**config.mk**
```make
export PLATFORM = sky130hd
export DESIGN_NAME = dac_cal_seq
export DESIGN_NICKNAME = d
export VERILOG_FILES = /design/src/rtl/dac_cal_pkg.sv /design/src/rtl/dac_cal_timer.sv /design/src/rtl/dac_cal_accum.sv /design/src/rtl/dac_cal_seq.sv
export SDC_FILE = /design/constraint.sdc
export NUM_CORES = 1
export LEC_CHECK = 0
export BUFFER_PORTS_ARGS = -buffer_cell sky130_fd_sc_hd__buf_4
export CORE_ASPECT_RATIO = 0.5
export CORE_MARGIN = 2
export CORE_UTILIZATION = 54
export DETAILED_ROUTE_END_ITERATION = 10
export GPL_TIMING_DRIVEN = 0
export PLACE_DENSITY = 0.7
export REMOVE_ABC_BUFFERS = 1
export SLEW_MARGIN = 10
export SYNTH_ARGS = -nofsm -noshare
export SYNTH_HDL_FRONTEND = slang
export SYNTH_HIERARCHICAL = 1
export SYNTH_SLANG_ARGS = --single-unit
```
**constraint.sdc**
```tcl
create_clock -name clk -period 3.6 [get_ports clk]
set_input_delay 0.36 -clock clk [delete_from_list [all_inputs] [get_ports clk]]
set_output_delay 0.36 -clock clk [all_outputs]
set_load 0.02 [all_outputs]
```
**src/rtl/dac_cal_pkg.sv**
```systemverilog
package dac_cal_pkg;

    typedef enum logic [3:0] {
        ST_IDLE,
        ST_OSC,
        ST_RSTPAT,
        ST_CMD_WR,
        ST_GAP,
        ST_POLL_RD,
        ST_RD_OFS,
        ST_RD_GAIN,
        ST_WR_OFS,
        ST_WR_GAIN,
        ST_READY,
        ST_FAULT
    } seq_state_e;

    localparam logic [1:0] RA_CMD  = 2'd0;
    localparam logic [1:0] RA_OFS  = 2'd1;
    localparam logic [1:0] RA_GAIN = 2'd2;

    localparam logic [1:0] MODE_SELFCAL = 2'b01;
    localparam logic [1:0] MODE_NORMAL  = 2'b00;

endpackage

```
**src/rtl/dac_cal_timer.sv**
```systemverilog
module dac_cal_timer #(
    parameter int W = 16
) (
    input  logic         clk,
    input  logic         rst_n,
    input  logic         clr,
    input  logic         en,
    output logic [W-1:0] cnt
);

    always_ff @(posedge clk or negedge rst_n) begin
        if (!rst_n)
            cnt <= '0;
        else if (clr)
            cnt <= '0;
        else if (en && (cnt != '1))
            cnt <= cnt + 1'b1;
    end


    tmr_hold_chk: assert property (@(posedge clk) disable iff (!rst_n)
        (!clr && !en) |=> $stable(cnt));

endmodule

```
**src/rtl/dac_cal_accum.sv**
```systemverilog
module dac_cal_accum #(
    parameter int W         = 24,
    parameter int RUNS_LOG2 = 2,
    parameter bit SIGNED    = 1'b0
) (
    input  logic         clk,
    input  logic         rst_n,
    input  logic         clr,
    input  logic         add,
    input  logic [W-1:0] din,
    output logic [W-1:0] avg
);

    localparam int SW   = W + RUNS_LOG2;
    localparam int RUNS = 1 << RUNS_LOG2;
    localparam int NW   = RUNS_LOG2 + 1;

    logic [SW-1:0] sum_q;
    logic [SW-1:0] din_ext;
    logic [NW-1:0] n_q;

    generate
        if (SIGNED) begin : g_sext
            assign din_ext = SW'($signed(din));
            assign avg     = W'($signed(sum_q) >>> RUNS_LOG2);
        end else begin : g_zext
            assign din_ext = SW'(din);
            assign avg     = W'(sum_q >> RUNS_LOG2);
        end
    endgenerate

    always_ff @(posedge clk or negedge rst_n) begin
        if (!rst_n) begin
            sum_q <= '0;
            n_q   <= '0;
        end else if (clr) begin
            sum_q <= '0;
            n_q   <= '0;
        end else if (add) begin
            sum_q <= sum_q + din_ext;
            n_q   <= n_q + 1'b1;
        end
    end


    acc_bound_chk: assert property (@(posedge clk) disable iff (!rst_n)
        add |-> (n_q < NW'(RUNS)));

endmodule

```
**src/rtl/dac_cal_seq.sv**
```systemverilog
module dac_cal_seq
    import dac_cal_pkg::*;
#(
    parameter int CLK_KHZ   = 50000,
    parameter int OSC_MS    = 25,
    parameter int CAL_MS    = 500,
    parameter int POLL_GAP  = 5000,
    parameter int RUNS_LOG2 = 2,
    parameter int DATA_W    = 24
) (
    input  logic              clk,
    input  logic              rst_n,
    input  logic              start,
    input  logic              cfg_do_reset,
    input  logic              cfg_use_poll,
    input  logic              cfg_keep_out,
    output logic              rstpat_req,
    input  logic              rstpat_ack,
    output logic              reg_req,
    output logic              reg_we,
    output logic [1:0]        reg_addr,
    output logic [DATA_W-1:0] reg_wdata,
    input  logic              reg_ack,
    input  logic [DATA_W-1:0] reg_rdata,
    output logic              ready,
    output logic              busy,
    output logic              error
);

    localparam int OSC_CYC = CLK_KHZ * OSC_MS;
    localparam int TMO_CYC = CLK_KHZ * CAL_MS;
    localparam int TW      = $clog2(TMO_CYC + 1);
    localparam int RUNS    = 1 << RUNS_LOG2;
    localparam int RW      = (RUNS_LOG2 > 0) ? RUNS_LOG2 : 1;

    seq_state_e state_q, state_d;

    logic          ph_clr, ph_en, el_clr, el_en;
    logic [TW-1:0] ph_cnt, el_cnt;
    logic          acc_clr, ofs_add, gain_add;
    logic          run_clr, run_inc;
    logic [RW-1:0] run_q;
    logic          do_reset_q, use_poll_q, keep_out_q;
    logic          osc_ok_q;
    logic          accept;
    logic [DATA_W-1:0] ofs_avg, gain_avg;

    assign accept = start && ((state_q == ST_IDLE) || (state_q == ST_READY) ||
                              (state_q == ST_FAULT));

    dac_cal_timer #(.W(TW)) u_phase (
        .clk(clk), .rst_n(rst_n), .clr(ph_clr), .en(ph_en), .cnt(ph_cnt)
    );

    dac_cal_timer #(.W(TW)) u_elapsed (
        .clk(clk), .rst_n(rst_n), .clr(el_clr), .en(el_en), .cnt(el_cnt)
    );

    dac_cal_accum #(.W(DATA_W), .RUNS_LOG2(RUNS_LOG2), .SIGNED(1'b1)) u_ofs_acc (
        .clk(clk), .rst_n(rst_n), .clr(acc_clr), .add(ofs_add),
        .din(reg_rdata), .avg(ofs_avg)
    );

    dac_cal_accum #(.W(DATA_W), .RUNS_LOG2(RUNS_LOG2), .SIGNED(1'b0)) u_gain_acc (
        .clk(clk), .rst_n(rst_n), .clr(acc_clr), .add(gain_add),
        .din(reg_rdata), .avg(gain_avg)
    );

    // state register
    always_ff @(posedge clk or negedge rst_n) begin
        if (!rst_n)
            state_q <= ST_IDLE;
        else
            state_q <= state_d;
    end

    // datapath registers: run counter, captured configuration, osc flag
    always_ff @(posedge clk or negedge rst_n) begin
        if (!rst_n) begin
            run_q      <= '0;
            do_reset_q <= 1'b0;
            use_poll_q <= 1'b0;
            keep_out_q <= 1'b0;
            osc_ok_q   <= 1'b0;
        end else begin
            if (run_clr)
                run_q <= '0;
            else if (run_inc)
                run_q <= run_q + 1'b1;
            if (accept) begin
                do_reset_q <= cfg_do_reset;
                use_poll_q <= cfg_use_poll;
                keep_out_q <= cfg_keep_out;
                osc_ok_q   <= 1'b0;
            end else if (state_q == ST_OSC && state_d != ST_OSC) begin
                osc_ok_q   <= 1'b1;
            end
        end
    end

    // next state and sequencing strobes
    always_comb begin
        state_d  = state_q;
        ph_clr   = 1'b0;
        ph_en    = 1'b0;
        el_clr   = 1'b0;
        el_en    = 1'b0;
        acc_clr  = 1'b0;
        ofs_add  = 1'b0;
        gain_add = 1'b0;
        run_clr  = 1'b0;
        run_inc  = 1'b0;
        unique case (state_q)
            ST_IDLE, ST_READY, ST_FAULT: begin
                if (start) begin
                    state_d = ST_OSC;
                    ph_clr  = 1'b1;
                    acc_clr = 1'b1;
                    run_clr = 1'b1;
                end
            end
            ST_OSC: begin
                ph_en = 1'b1;
                if (ph_cnt >= TW'(OSC_CYC - 1)) begin
                    ph_clr  = 1'b1;
                    state_d = do_reset_q ? ST_RSTPAT : ST_CMD_WR;
                end
            end
            ST_RSTPAT: begin
                if (rstpat_ack)
                    state_d = ST_CMD_WR;
            end
            ST_CMD_WR: begin
                if (reg_ack) begin
                    state_d = ST_GAP;
                    ph_clr  = 1'b1;
                    el_clr  = 1'b1;
                end
            end
            ST_GAP: begin
                ph_en = 1'b1;
                el_en = 1'b1;
                if (el_cnt >= TW'(TMO_CYC - 1))
                    state_d = use_poll_q ? ST_FAULT : ST_RD_OFS;
                else if (use_poll_q && (ph_cnt >= TW'(POLL_GAP - 1)))
                    state_d = ST_POLL_RD;
            end
            ST_POLL_RD: begin
                el_en = 1'b1;
                if (reg_ack) begin
                    if (reg_rdata[1:0] == MODE_NORMAL)
                        state_d = ST_RD_OFS;
                    else if (el_cnt >= TW'(TMO_CYC - 1))
                        state_d = ST_FAULT;
                    else begin
                        state_d = ST_GAP;
                        ph_clr  = 1'b1;
                    end
                end
            end
            ST_RD_OFS: begin
                if (reg_ack) begin
                    ofs_add = 1'b1;
                    state_d = ST_RD_GAIN;
                end
            end
            ST_RD_GAIN: begin
                if (reg_ack) begin
                    gain_add = 1'b1;
                    if (run_q == RW'(RUNS - 1))
                        state_d = ST_WR_OFS;
                    else begin
                        run_inc = 1'b1;
                        state_d = ST_CMD_WR;
                    end
                end
            end
            ST_WR_OFS: begin
                if (reg_ack)
                    state_d = ST_WR_GAIN;
            end
            ST_WR_GAIN: begin
                if (reg_ack)
                    state_d = ST_READY;
            end
            default: state_d = ST_IDLE;
        endcase
    end

    // outputs
    always_comb begin
        rstpat_req = 1'b0;
        reg_req    = 1'b0;
        reg_we     = 1'b0;
        reg_addr   = RA_CMD;
        reg_wdata  = '0;
        ready      = 1'b0;
        busy       = 1'b1;
        error      = 1'b0;
        unique case (state_q)
            ST_IDLE:   busy = 1'b0;
            ST_READY:  begin busy = 1'b0; ready = 1'b1; end
            ST_FAULT:  begin busy = 1'b0; error = 1'b1; end
            ST_RSTPAT: rstpat_req = 1'b1;
            ST_CMD_WR: begin
                reg_req   = 1'b1;
                reg_we    = 1'b1;
                reg_wdata = DATA_W'({keep_out_q, MODE_SELFCAL});
            end
            ST_POLL_RD: reg_req = 1'b1;
            ST_RD_OFS:  begin reg_req = 1'b1; reg_addr = RA_OFS; end
            ST_RD_GAIN: begin reg_req = 1'b1; reg_addr = RA_GAIN; end
            ST_WR_OFS: begin
                reg_req   = 1'b1;
                reg_we    = 1'b1;
                reg_addr  = RA_OFS;
                reg_wdata = ofs_avg;
            end
            ST_WR_GAIN: begin
                reg_req   = 1'b1;
                reg_we    = 1'b1;
                reg_addr  = RA_GAIN;
                reg_wdata = gain_avg;
            end
            default: ;
        endcase
    end


    osc_before_req_chk: assert property (@(posedge clk) disable iff (!rst_n)
        (reg_req || rstpat_req) |-> osc_ok_q);


    rstpat_then_cmd_chk: assert property (@(posedge clk) disable iff (!rst_n)
        (rstpat_req && rstpat_ack) |=> (reg_req && reg_we && reg_addr == RA_CMD));


    fault_quiet_chk: assert property (@(posedge clk) disable iff (!rst_n)
        (error && !start) |=> (error && !reg_req && !busy));


    ready_after_write_chk: assert property (@(posedge clk) disable iff (!rst_n)
        $rose(ready) |-> $past(reg_ack && reg_we && reg_addr == RA_GAIN));


    start_ignored_chk: assert property (@(posedge clk) disable iff (!rst_n)
        (busy && start && state_q != ST_OSC) |=> (state_q != ST_OSC));

endmodule

```
# Yosys cells after proc, flatten, opt, wreduce, memory -nomap -nowiden
# Cells that the tools add are included.
# W data, S select, Z words.
[op_classes]
addsub = 5
n_lt_le_gt_ge = 3
n_eq_ne = 24
n_mux = 51
reduce_logical = 21
[op_table]
columns = ["operator", "n"]
rows = [
  ["$mux W26", 4],
  ["$mux W25", 4],
  ["$pmux W24 S3", 1],
  ["$mux W4", 15],
  ["$add A25 B1 Y25 const B", 2],
  ["$ne A25 B25 Y1 const B", 2],
  ["$pmux W4 S10", 1],
  ["$add A26 B24 Y26", 1],
  ["$add A26 B26 Y26", 1],
  ["$ge A25 B13 Y1 const B", 1],
  ["$ge A25 B21 Y1 const B", 1],
  ["$ge A25 B25 Y1 const B", 1],
  ["$mux W1", 22],
  ["$eq A4 B3 Y1 const B", 4],
  ["$eq A4 B4 Y1 const B", 4],
  ["$ne A2 B2 Y1 const B", 7],
  ["$reduce_and A10 Y1", 1],
  ["$reduce_bool A2 Y1", 5],
  ["$eq A4 B2 Y1 const B", 2],
  ["$reduce_or A2 Y1", 4],
  ["$reduce_or A3 Y1", 2],
  ["$reduce_or A6 Y1", 1],
  ["$eq A4 B1 Y1 const B", 1],
  ["$logic_and A1 B1 Y1", 4],
  ["10 further kinds", 13],
]
[word_totals]
ff_bits = 111
in_bits = 32
output_inout_bits = 32
wordCells = 113

# Depth between registers and ports, before layout
[depth]
depth_word = 6
depth_mapped = 11
ltp_nobuf = 10

# Modules after synthesis
# Netlist, hierarchy kept.
[modules_own_cells]
columns = ["mod", "instances", "cells_each", "area_per_inst_um2", "seq_area_each_um2"]
rows = [
  ["dac_cal_accum at u_gain_acc", 1, 315, 2637.5, 650.6],
  ["dac_cal_accum at u_ofs_acc", 1, 316, 2608.8, 650.6],
  ["dac_cal_timer at u_elapsed", 1, 154, 1500.2, 625.6],
  ["dac_cal_timer at u_phase", 1, 152, 1396.3, 625.6],
  ["dac_cal_seq", 1, 176, 1278.7, 225.2],
]

# Worst setup path after synthesis
# No wires, ideal clock.
[synth_path]
kind = "register to register"
start = "reg state_q[1]"
end = "reg u_gain_acc.sum_q[25]"
setup_ps = 136
t_arrival_ps = 2997
t_required_ps = 3464
slack_ps = 467
path_stages_with_launch = 10
path_buffers = 1
period_less_slack_ps = 3133
cell_sequence = "dfrtp_1 -> buf_2 -> or3_1 -> a21o_1 -> nor2_1 -> nor2_1 -> or4b_2 -> a2111oi_2 -> o31a_1 -> nor3_1"
[synth_via]
elab_chain_cells = 4
elab_cells_between_ends = 9
classes_between = "eq/ne: 3; mux: 3; reduce/logical: 3"
[synth_rtl]
columns = ["element", "line_no", "text"]
rows = [
  ["from (decl)", "dac_cal_seq.sv:36", "seq_state_e state_q, state_d;"],
  ["from (signal assigned)", "dac_cal_seq.sv:74", "state_q <= state_d;"],
  ["$eq A4 B4 Y1 / $logic_not A4 Y1 (equally long branches)", "dac_cal_seq.sv:113", "unique case (state_q)"],
  ["$reduce_or A3 Y1 (no line) *", "--", ""],
  ["$mux W1 *", "dac_cal_seq.sv:113", ""],
  ["via acc_clr", "dac_cal_seq.sv:40", "logic acc_clr, ofs_add, gain_add;"],
  ["$mux W26 / $reduce_bool A2 Y1 (equally long branches)", "--", ""],
  ["to (signal assigned)", "dac_cal_accum.sv:40", "sum_q <= sum_q + din_ext;"],
  ["to (decl)", "dac_cal_accum.sv:18", "logic [SW-1:0] sum_q;"],
]
# Mark *: on every way through the listed nets, which the timed path passes. The rest lies on a longest branch.
# A chain may end at the register's enable or synchronous reset.

# Worst setup path in the final report
# Ends and elaborated chain as after synthesis.

==> impl_metrics.json <==
{
  "status": "finished clean",
  "nets": 1186,
  "initial_core_util": 0.5468,
  "n_antenna_cell": 0,
  "p_leak_nw": 4.226,
  "min_path_type": "in2reg",
  "vias": 8648,
  "synth_cell_types": 100,
  "endpoint": "u_gain_acc/sum_q[25]$_DFFE_PN0P_",
  "dieArea_mm2": 0.01858,
  "avgSynthCellArea_um2": 8.465,
  "via_per_inst": 6.459,
  "synth_area_mm2": 0.009422,
  "dp_hpwl_um": 18170,
  "crit_type": "reg2reg",
  "skew_ps": 14.18,
  "die_x_um": 190.8,
  "arrival_ps": 3650,
  "grt_setup_unrepaired": "no",
  "grtUsageMet2": 0.4075,
  "grt.busiest_layer": "met2",
  "die_y_um": 97.40,
  "cts_root_buf": "clkbuf_16",
  "numCtsBuffers": 9,
  "firstDrtPassIters": 6,
  "finalWirelength_um": 24670,
  "numClockSinks": 111,
  "htree_levels": 3,
  "coreArea_mm2": 0.01723,
  "worstMarginPinSlew_ps": 1231,
  "drv_cap": 0,
  "synth_seq_cells": 111,
  "place_area_mm2": 0.009733,
  "pre_cts_slack_ps": -83.76,
  "dp_cells": 1321,
  "antenna_found_initial": 0,
  "syn2layout_area_growth_pct": 6.707,
  "synth_enable_flop_cells": 0,
  "pin_count": 64,
  "finalHoldViolCount": 0,
  "async_flop_share": 1.000,
  "synth_warnings": 6,
  "ant_nets": 0,
  "met3_usage": 0.05634,
  "postSynthCellCount": 1113,
  "clkTransAtPathRegs_ps": 80,
  "rr_startpoint": "state_q[1]$_DFFE_PN0P_",
  "cts.path.max_buffers": 2,
  "grt_max_degree": 67,
  "seq_area_frac_synth": 0.2948,
  "fmax_ghz": 0.2935,
  "r2r_slack_ps": 190,
  "grt_usage": 0.2692,
  "crit_path_end_kind": "flip-flop",
  "min_period_over_period": 0.9464,
  "overflow": 0,
  "slew_headroom": 0.1762,
  "drc": 0,
  "rr_endpoint": "u_gain_acc/sum_q[25]$_DFFE_PN0P_",
  "p_per_area_mw_per_mm2": 661.9,
  "cp-startpoint": "state_q[1]$_DFFE_PN0P_",
  "layout-drive-gt1-share": 0.1285,
  "clk_latency_ps": 370,
  "layoutNonFillerInstCount": 1339,
  "slew_viol_final": 0,
  "period_minus_slack_ps": 3407,
  "cts_tree": "done",
  "setup_viol": 0,
  "start_kind": "flip-flop",
  "grtUsageMet1": 0.3974,
  "globalplace.congestion": 0.9116,
  "rows": 34,
  "synth-main-ff-cell": "dfrtp_1",
  "fin_area_mm2": 0.01005,
  "grt_pass1_wl_um": 40500,
  "crit_required_ps": 3850,
  "drtIter0Drc": 739,
  "grt_pass1_vias": 7922,
  "finalPower_mw": 6.654,
  "port_buffers": 63,
  "fill_cells": 1582,
  "final.setup.worst_slack_ps": 193.1,
  "post_cts_resize_count": 0,
  "path_max_fanout": 34,
  "vdd_drop_max_mv": 0.2812,
  "reg2regPathDepth": 9,
  "setup_tns_ps": 0,
  "wl_per_cell_um": 18.42
}
==> critical path, cell delays in order (launching register included) <==
cell,delay (ps)
dfrtp_1,600
or3_1,450
a21o_1,210
nor2_4,170
buf_12,210
nor2_1,290
or4b_2,790
a2111oi_2,320
o31a_1,190
nor3_1,50
==> per-stage QoR <==
stage,hold WS (ps),util
after floorplan,64.41,-
after global placement,474.4,0.5556
after detailed placement,330.9,0.5649
after CTS,192.5,0.5835
after global routing,208.1,0.5835
final,204.8,0.5835
==> what timing repair did <==
item	4_1_cts	5_1_grt
hold buffers	1	0
setup buffers	1	0
hold endpoints to repair	45	0
setup endpoints to repair	1	0
==> logic make-up (layout without fill, tap and decap cells) <==
| family | count (synthesis) | count (layout) | share of synthesized area |
|---|---|---|---|
| buffers and inverters | 128 | 120 | 0.07676 |
| AOI/OAI and AO/OA | 317 | 317 | 0.2432 |
| DFF | 111 | 111 | 0.2948 |
| muxes | 33 | 33 | 0.03718 |
| adders and majority gates | 55 | 55 | 0.07437 |
| and+or+nand+nor | 431 | 431 | 0.2384 |
| xor gates and xnor gates | 38 | 38 | 0.03533 |
==> layer usage <==
layer / vias to the layer above / part of all wire
met3: 23 / 0.081
met5: - / 0
met4: 0 / 0.0088
li1: 4117 / -
met1: 4173 / 0.47
met2: 335 / 0.44
==> registers in the layout, summed over array words and instances, names as in the netlist <==
register and count:
do_reset_q 1, keep_out_q 1, run_q 2, state_q 4
u_elapsed/cnt 25, u_gain_acc/sum_q 26, u_ofs_acc/sum_q 26, u_phase/cnt 25
use_poll_q 1
==> worst min-delay path by stage <==
| stage | startpoint | endpoint | slack [ps] | depth (start not counted) |
|---|---|---|---|---|
| finish | cfg_do_reset | do_reset_q$_DFFE_PN0P_ | 200 | 2 |
| global route | cfg_do_reset | do_reset_q$_DFFE_PN0P_ | 210 | 2 |
| CTS | cfg_do_reset | do_reset_q$_DFFE_PN0P_ | 190 | 2 |
| detailed placement | rst_n | u_phase/cnt[21]$_DFFE_PN0P_ | 330 | 1 |
| global placement | do_reset_q$_DFFE_PN0P_ | do_reset_q$_DFFE_PN0P_ | 470 | 1 |
| floorplan | rst_n | do_reset_q$_DFFE_PN0P_ | 60 | 0 |
==> layout make-up <==
cell class	instances	area, um^2	share of cell area
clock buffer	9	225.2	0.02240
timing repair buffer	75	620.6	0.06173
multi-input combinational	874	5951	0.5919
clock inverter	7	77.57	0.007716
inverter	29	108.9	0.01083
sequential	111	2778	0.2763
tap	234	292.8	0.02912
==> cells in the mapped netlist, drive strengths merged, types with 7 or more instances <==
master,number,area share
buf,67,0.051
nor2b,18,0.012
and4,10,0.010
xor2,19,0.018
clkbuf,31,0.013
dfrtp,111,0.29
a21oi,73,0.040
nor4,17,0.012
a211oi,22,0.018
mux2i,20,0.021
o21ai,54,0.031
nand3b,7,0.0056
a31oi,8,0.0060
a22o,23,0.021
nand4,31,0.023
ha,52,0.069
or3,18,0.012
inv,28,0.011
and2,8,0.0054
nor2,119,0.047
xnor2,19,0.018
nor3,28,0.015
nand2,81,0.032
a21o,17,0.014
a32o,8,0.0085
mux2,13,0.016
and3,7,0.0049
o31ai,19,0.017
o21a,9,0.0072
o211ai,21,0.018
a2111oi,8,0.012
or4,15,0.012
nand2b,10,0.0066
nand3,40,0.021
==> report_power, final <==
group	switching (mW)	leakage (nW)	total [mW]	internal, mW
Clock	0.514	0.147	1.06	0.549
Combinational	2.08	2.57	3.48	1.40
Sequential	0.490	1.51	2.11	1.62
Total	3.09	4.23	6.65	3.57
==> cells in the final DEF, fill, tap and decap left out, drive strengths merged, types with 19 or more instances in the layout <==
cell	Yosys	layout
nand4	31	31
inv	28	31
mux2i	20	20
a21oi	73	73
nand2	81	81
nor2	119	119
xnor2	19	19
dfrtp	111	111
nor3	28	28
o31ai	19	19
o211ai	21	21
xor2	19	19
a22o	23	23
o21ai	54	54
buf	67	74
ha	52	52
a211oi	22	22
nand3	40	40
(Power assumes the default switching activity.)
